File: src/rtl/ctlport_pkg.sv
package ctlport_pkg;
  // Which byte the datapath loads into its transmit shifter
  typedef enum logic [1:0] {SEL_ADDR_WR, SEL_ADDR_RD, SEL_MAP, SEL_DATA} byteSel_e;

  // Strobes from control to datapath
  typedef struct packed {
    logic     latchCmd;
    logic     loadByte;
    byteSel_e sel;
    logic     putBit;
    logic     shiftOut;
    logic     takeBit;
    logic     capture;
  } dpStrobe_t;

  typedef enum logic [2:0] {ST_IDLE, ST_LOW, ST_SET, ST_HIGH, ST_GAP} phase_e;
  typedef enum logic [1:0] {FR_WRITE, FR_POINT, FR_FETCH} frame_e;
endpackage

File: src/rtl/ctlport_ctrl.sv
module ctlport_ctrl
  import ctlport_pkg::*;
#(
  parameter int DIV = 4
) (
  input  logic      clk,
  input  logic      rst_n,
  input  logic      cmdValid,
  input  logic      cmdRead,
  output dpStrobe_t strobe,
  output logic      busy,
  output logic      done,
  output logic      csN,
  output logic      sclk
);
  localparam int CW = (DIV > 1) ? $clog2(DIV) : 1;

  phase_e        state;
  frame_e        frame;
  logic [CW-1:0] tickCnt;
  logic [2:0]    bitCnt;
  logic [1:0]    byteIdx;
  logic          unitDone;
  logic          lastByte;
  logic          readingByte;
  logic          lastBit;

  assign unitDone    = (tickCnt == CW'(DIV - 1));
  assign lastByte    = (frame == FR_WRITE) ? (byteIdx == 2'd2) : (byteIdx == 2'd1);
  assign readingByte = (frame == FR_FETCH) && (byteIdx == 2'd1);
  assign lastBit     = (bitCnt == 3'd7);
  assign busy        = (state != ST_IDLE);

  always_comb begin
    strobe = '0;
    strobe.sel = SEL_MAP;
    case (state)
      ST_IDLE: if (cmdValid) begin
        strobe.latchCmd = 1'b1;
        strobe.loadByte = 1'b1;
        strobe.sel      = SEL_ADDR_WR;
      end
      ST_LOW: if (unitDone) begin
        strobe.takeBit = readingByte;
        strobe.putBit  = !readingByte;
      end
      ST_HIGH: if (unitDone) begin
        strobe.shiftOut = 1'b1;
        if (lastBit && !lastByte) begin
          strobe.loadByte = 1'b1;
          strobe.sel      = (byteIdx == 2'd0) ? SEL_MAP : SEL_DATA;
        end
      end
      ST_GAP: if (unitDone) begin
        if (frame == FR_POINT) begin
          strobe.loadByte = 1'b1;
          strobe.sel      = SEL_ADDR_RD;
        end else begin
          strobe.capture = (frame == FR_FETCH);
        end
      end
      default: ;
    endcase
  end

  always_ff @(posedge clk or negedge rst_n) begin
    if (!rst_n) begin
      state   <= ST_IDLE;
      frame   <= FR_WRITE;
      tickCnt <= '0;
      bitCnt  <= '0;
      byteIdx <= '0;
      csN     <= 1'b1;
      sclk    <= 1'b1;
      done    <= 1'b0;
    end else begin
      done <= 1'b0;
      if (state != ST_IDLE) tickCnt <= unitDone ? '0 : tickCnt + 1'b1;
      case (state)
        ST_IDLE: if (cmdValid) begin
          frame   <= cmdRead ? FR_POINT : FR_WRITE;
          csN     <= 1'b0;
          sclk    <= 1'b0;
          bitCnt  <= '0;
          byteIdx <= '0;
          tickCnt <= '0;
          state   <= ST_LOW;
        end
        ST_LOW: if (unitDone) state <= ST_SET;
        ST_SET: if (unitDone) begin
          sclk  <= 1'b1;
          state <= ST_HIGH;
        end
        ST_HIGH: if (unitDone) begin
          if (lastBit) begin
            bitCnt <= '0;
            if (lastByte) begin
              csN   <= 1'b1;
              state <= ST_GAP;
            end else begin
              byteIdx <= byteIdx + 1'b1;
              sclk    <= 1'b0;
              state   <= ST_LOW;
            end
          end else begin
            bitCnt <= bitCnt + 1'b1;
            sclk   <= 1'b0;
            state  <= ST_LOW;
          end
        end
        ST_GAP: if (unitDone) begin
          if (frame == FR_POINT) begin
            frame   <= FR_FETCH;
            byteIdx <= '0;
            csN     <= 1'b0;
            sclk    <= 1'b0;
            state   <= ST_LOW;
          end else begin
            done  <= 1'b1;
            state <= ST_IDLE;
          end
        end
        default: state <= ST_IDLE;
      endcase
    end
  end
endmodule

File: src/rtl/ctlport_dp.sv
module ctlport_dp
  import ctlport_pkg::*;
#(
  parameter logic [7:0] DEV_ADDR = 8'h20
) (
  input  logic      clk,
  input  logic      rst_n,
  input  dpStrobe_t strobe,
  input  logic [7:0] cmdMap,
  input  logic [7:0] cmdData,
  input  logic      miso,
  output logic      mosi,
  output logic [7:0] rdData
);
  logic [7:0] mapReg;
  logic [7:0] dataReg;
  logic [7:0] txSh;
  logic [7:0] rxSh;
  logic [7:0] nextByte;

  always_comb begin
    case (strobe.sel)
      SEL_ADDR_WR: nextByte = {DEV_ADDR[7:1], 1'b0};
      SEL_ADDR_RD: nextByte = {DEV_ADDR[7:1], 1'b1};
      SEL_MAP:     nextByte = mapReg;
      default:     nextByte = dataReg;
    endcase
  end

  always_ff @(posedge clk or negedge rst_n) begin
    if (!rst_n) begin
      mapReg  <= '0;
      dataReg <= '0;
      txSh    <= '0;
      rxSh    <= '0;
      mosi    <= 1'b0;
      rdData  <= '0;
    end else begin
      if (strobe.latchCmd) begin
        mapReg  <= cmdMap;
        dataReg <= cmdData;
      end
      if (strobe.loadByte)      txSh <= nextByte;
      else if (strobe.shiftOut) txSh <= {txSh[6:0], 1'b0};
      if (strobe.putBit)  mosi   <= txSh[7];
      if (strobe.takeBit) rxSh   <= {rxSh[6:0], miso};
      if (strobe.capture) rdData <= rxSh;
    end
  end
endmodule

File: src/rtl/ctlport_master.sv
module ctlport_master
  import ctlport_pkg::*;
#(
  parameter int         DIV      = 4,
  parameter logic [7:0] DEV_ADDR = 8'h20
) (
  input  logic       clk,
  input  logic       rst_n,
  input  logic       cmdValid,
  input  logic       cmdRead,
  input  logic [7:0] cmdMap,
  input  logic [7:0] cmdData,
  output logic       busy,
  output logic       done,
  output logic [7:0] rdData,
  output logic       csN,
  output logic       sclk,
  output logic       mosi,
  input  logic       miso
);
  dpStrobe_t strobe;

  ctlport_ctrl #(.DIV(DIV)) u_ctrl (
    .clk(clk), .rst_n(rst_n), .cmdValid(cmdValid), .cmdRead(cmdRead),
    .strobe(strobe), .busy(busy), .done(done), .csN(csN), .sclk(sclk)
  );

  ctlport_dp #(.DEV_ADDR(DEV_ADDR)) u_dp (
    .clk(clk), .rst_n(rst_n), .strobe(strobe), .cmdMap(cmdMap),
    .cmdData(cmdData), .miso(miso), .mosi(mosi), .rdData(rdData)
  );
endmodule

File: config.mk
export PLATFORM = sky130hd
export DESIGN_NAME = ctlport_master
export DESIGN_NICKNAME = d
export VERILOG_FILES = /design/src/rtl/ctlport_pkg.sv /design/src/rtl/ctlport_ctrl.sv /design/src/rtl/ctlport_dp.sv /design/src/rtl/ctlport_master.sv
export SDC_FILE = /design/constraint.sdc
export NUM_CORES = 1
export LEC_CHECK = 0
export BUFFER_PORTS_ARGS = -buffer_cell sky130_fd_sc_hd__buf_4
export CAP_MARGIN = 20
export CORE_MARGIN = 1
export CORE_UTILIZATION = 50
export DETAILED_ROUTE_END_ITERATION = 8
export GPL_TIMING_DRIVEN = 0
export PLACE_DENSITY = 0.76
export SLEW_MARGIN = 20
export SYNTH_ARGS = -nofsm -noshare
export SYNTH_HDL_FRONTEND = slang
export SYNTH_HIERARCHICAL = 1
export SYNTH_SLANG_ARGS = --single-unit
File: constraint.sdc
create_clock -name clk -period 2.2 [get_ports clk]
set_clock_uncertainty 0.1 [all_clocks]
set_input_delay 0.44 -clock clk [delete_from_list [all_inputs] [get_ports clk]]
set_output_delay 0.44 -clock clk [all_outputs]
set_load 0.03 [all_outputs]
==> results.json <==
{
  "filler_cell_count": 436,
  "place.detailed.hpwl_mm": 3.57,
  "wire_length_of_the_first_global_routing_pass_mm": 8.73,
  "clk_latency_ps": 310,
  "antenna_found_initial": 0,
  "floorplan.die.width_um": 77.7,
  "r2r.worst_path.cells": 8,
  "clk_path_buf_depth": 2,
  "cts_num_sinks": 56,
  "critPathLaunchType": "register",
  "floorplan.die_area_um2": 6030,
  "grt_start_max_net_pins": 57,
  "power_density_nw_per_um2": 1040,
  "worstPathArrival_ps": 1590,
  "period_share_pct": 96.6,
  "via_to_cell_ratio": 5.53,
  "post_dp_cell_area_um2": 3200,
  "status": "completed",
  "holdWs_ps": 66.8,
  "synth_area_leader_cell": "sky130_fd_sc_hd__dfrtp_1",
  "power_leakage_uw": 0.00154,
  "area_growth_pct": 18.7,
  "holdCritPathClass": "input pin to asynchronous set/reset pin",
  "regToRegSetupSlack_ps": 80,
  "holdBufCountCts": 0,
  "synth_cells": 229,
  "synth_enable_flop_cells": 0,
  "synth_common_cells": "54 x sky130_fd_sc_hd__dfrtp_1, 33 x sky130_fd_sc_hd__mux2_2, 16 x sky130_fd_sc_hd__mux2i_1, 12 x sky130_fd_sc_hd__inv_1, 11 x sky130_fd_sc_hd__nand2_1",
  "cts-buffers-inserted": 5,
  "h-tree-depth": 2,
  "post_route_cells_drive_above_1_share_pct": 42.8,
  "cts_tree": "done",
  "drcViolationCount": 0,
  "ctsRootBufferMaster": "sky130_fd_sc_hd__clkbuf_8",
  "final-setup-viol-count": 0,
  "final_util_pct": 61.7,
  "placement_rows": 27,
  "maxSlewHeadroom_pct": 53.9,
  "worst-path-max-fanout": 10,
  "die_h_um": 77.7,
  "post_synthesis_instance_area_um2": 2860,
  "postRouteAntennaNets": 0,
  "first_pass_iters": 4,
  "multiInputGateArea_um2": 1320,
  "timing.final.crit_period_ps": 2130,
  "synth.distinct_cells": 49,
  "yosysSeqAreaShare_pct": 49.1,
  "avgSynthCellArea_um2": 12.5,
  "yosysWarningCount": 6,
  "cts.clk_slew.worst_paths_ps": 90,
  "final_area_um2": 3400,
  "synthesis.nets": 259,
  "slew_violations": 0,
  "async_reset_ff_share_pct": 100,
  "place_congestion": 0.874,
  "report.final.hold_viol_count": 0,
  "grt_util_all_layers_pct": 18.7,
  "avgRoutedWirePerCell_um": 15.1,
  "grt.overflow.total": 0,
  "endpoint_kind": "primary output",
  "input_output_buffers": 33,
  "core_um2": 5510,
  "achievable-frequency_mhz": 470,
  "diodes": 0,
  "worst_r2r_startpoint": "u_ctrl/state[2]",
  "maxCapViolations": 0,
  "route.vias.total": 1925,
  "synth_top_cell_area_share_pct": 47.2,
  "grt_setup_unrepaired": "false",
  "peakVddDrop_uv": 442,
  "ys_top_cells_by_area": "sky130_fd_sc_hd__dfrtp_1 47%, sky130_fd_sc_hd__mux2_2 13%, sky130_fd_sc_hd__mux2i_1 5.6%",
  "start_util_pct": 52.0,
  "ioPinCount": 34,
  "r2r_end": "u_dp/txSh[5]",
  "regArea_um2": 1400,
  "synth.most_common_cell": "sky130_fd_sc_hd__dfrtp_1",
  "critical_path_class": "register to primary output",
  "drt_wl_total_mm": 5.24,
  "ys_seq_elements": 56,
  "tightest_slew_ps": 691,
  "synth_top_flop_cell": "sky130_fd_sc_hd__dfrtp_1",
  "detail_route.iter0.violations": 158,
  "required_ps": 1660,
  "grt_pass1_vias": 1865,
  "fin_nets": 305
}
## flip-flops by register name, summed over array words and instances (netlist names)
signal          cells
u_ctrl/bitCnt       3
u_ctrl/byteIdx      2
u_ctrl/csN          1
u_ctrl/done         1
u_ctrl/frame        2
u_ctrl/sclk         1
u_ctrl/state        3
u_ctrl/tickCnt      2
u_dp/dataReg        8
u_dp/mapReg         8
u_dp/mosi           1
u_dp/rdData         8
u_dp/rxSh           8
u_dp/txSh           8
## per-layer routing
layer / global-route usage, % / wire [um] / vias up
met1: 23.8 / 2360 / 954
met4: 7.36 / 127 / 0
met2: 31.2 / 2550 / 47
met3: 4.12 / 211 / 12
met5: 0 / 0 / -
li1: - / - / 912
## worst max path at each step
stage / start / end / slack (ps) / cells past startpoint
2_1_floorplan: u_ctrl/tickCnt[0] / u_dp/txSh[5] / 120 / 8
3_3_place_gp: u_ctrl/tickCnt[0] / u_dp/txSh[5] / -130 / 8
3_5_place_dp: u_ctrl/tickCnt[0] / u_dp/txSh[5] / -140 / 8
4_1_cts: u_ctrl/state[0] / u_dp/txSh[5] / 30 / 8
5_1_grt: u_ctrl/frame[1] / u_dp/txSh[5] / 10 / 8
6_report: u_ctrl/state[0] / busy / 70 / 6
## report_power, final
group | total (uW) | switching [uW] | leakage (uW) | internal (uW)
sequential | 1520 | 179 | 0.000714 | 1340
clock | 728 | 326 | 0.0000645 | 402
combinational | 1290 | 637 | 0.000760 | 648
## cells by family (layout without fill, tap and decap cells)
kind of cell	count (synthesis)	in the layout	share of synthesized area (%)
DFF	56	56	49.1
buffers and inverters	27	74	5.68
AOI/OAI and AO/OA	38	38	10.7
muxes	53	53	20.6
adders and majority gates	9	9	3.94
and+or+nand+nor	45	45	9.75
xor gates and xnor gates	1	1	0.306
## layout make-up
cell class	count	area share, %
Clock inverter	1	0.884
Sequential cell	56	41.3
Timing Repair Buffer	39	8.62
Inverter	12	1.33
Tap cell	72	2.65
Clock buffer	7	2.84
Buffer	15	3.61
Multi-Input combinational cell	146	38.7
## per-stage QoR
stage	instances	setup slack, ps	total power, uW	TNS [ps]
after global routing	348	14.4	3750	0
final	348	73.9	3530	0
after CTS	345	28.2	3520	0
after global placement	334	-127	2700	-127
after floorplan	229	118	2460	0
after detailed placement	334	-142	2750	-142
## layout by cell type (no fill, tap or decap), types with 3 or more instances in the layout
cell and instances:
sky130_fd_sc_hd__a21oi_1 3, sky130_fd_sc_hd__a31oi_1 3, sky130_fd_sc_hd__buf_2 5, sky130_fd_sc_hd__buf_4 42, sky130_fd_sc_hd__buf_6 6, sky130_fd_sc_hd__clkbuf_8 7, sky130_fd_sc_hd__dfrtp_1 54, sky130_fd_sc_hd__ha_1 8
sky130_fd_sc_hd__inv_1 12, sky130_fd_sc_hd__mux2_2 33, sky130_fd_sc_hd__mux2_4 3, sky130_fd_sc_hd__mux2i_1 16, sky130_fd_sc_hd__nand2_1 10, sky130_fd_sc_hd__nand3_1 5, sky130_fd_sc_hd__nor2_1 3, sky130_fd_sc_hd__nor2_2 4
sky130_fd_sc_hd__nor2b_1 4, sky130_fd_sc_hd__o21ai_0 4, sky130_fd_sc_hd__o21ai_1 3, sky130_fd_sc_hd__o22a_1 3, sky130_fd_sc_hd__o22ai_1 8
## timing repair
item | 4_1_cts | 5_1_grt
cloned | 0 | 0
endpoints found under the setup margin | 2 | 1
resized for setup | 4 | 3
pin swaps | 0 | 2
setup buffers | 3 | 3
## critical path, stage by stage (launching register included)
cell and delay, ps:
sky130_fd_sc_hd__dfrtp_1 400, sky130_fd_sc_hd__buf_6 140, sky130_fd_sc_hd__or2_1 210, sky130_fd_sc_hd__buf_6 150, sky130_fd_sc_hd__nor2_2 150, sky130_fd_sc_hd__inv_1 50, sky130_fd_sc_hd__buf_4 160
Note: power is estimated with default switching activity, not from simulation.
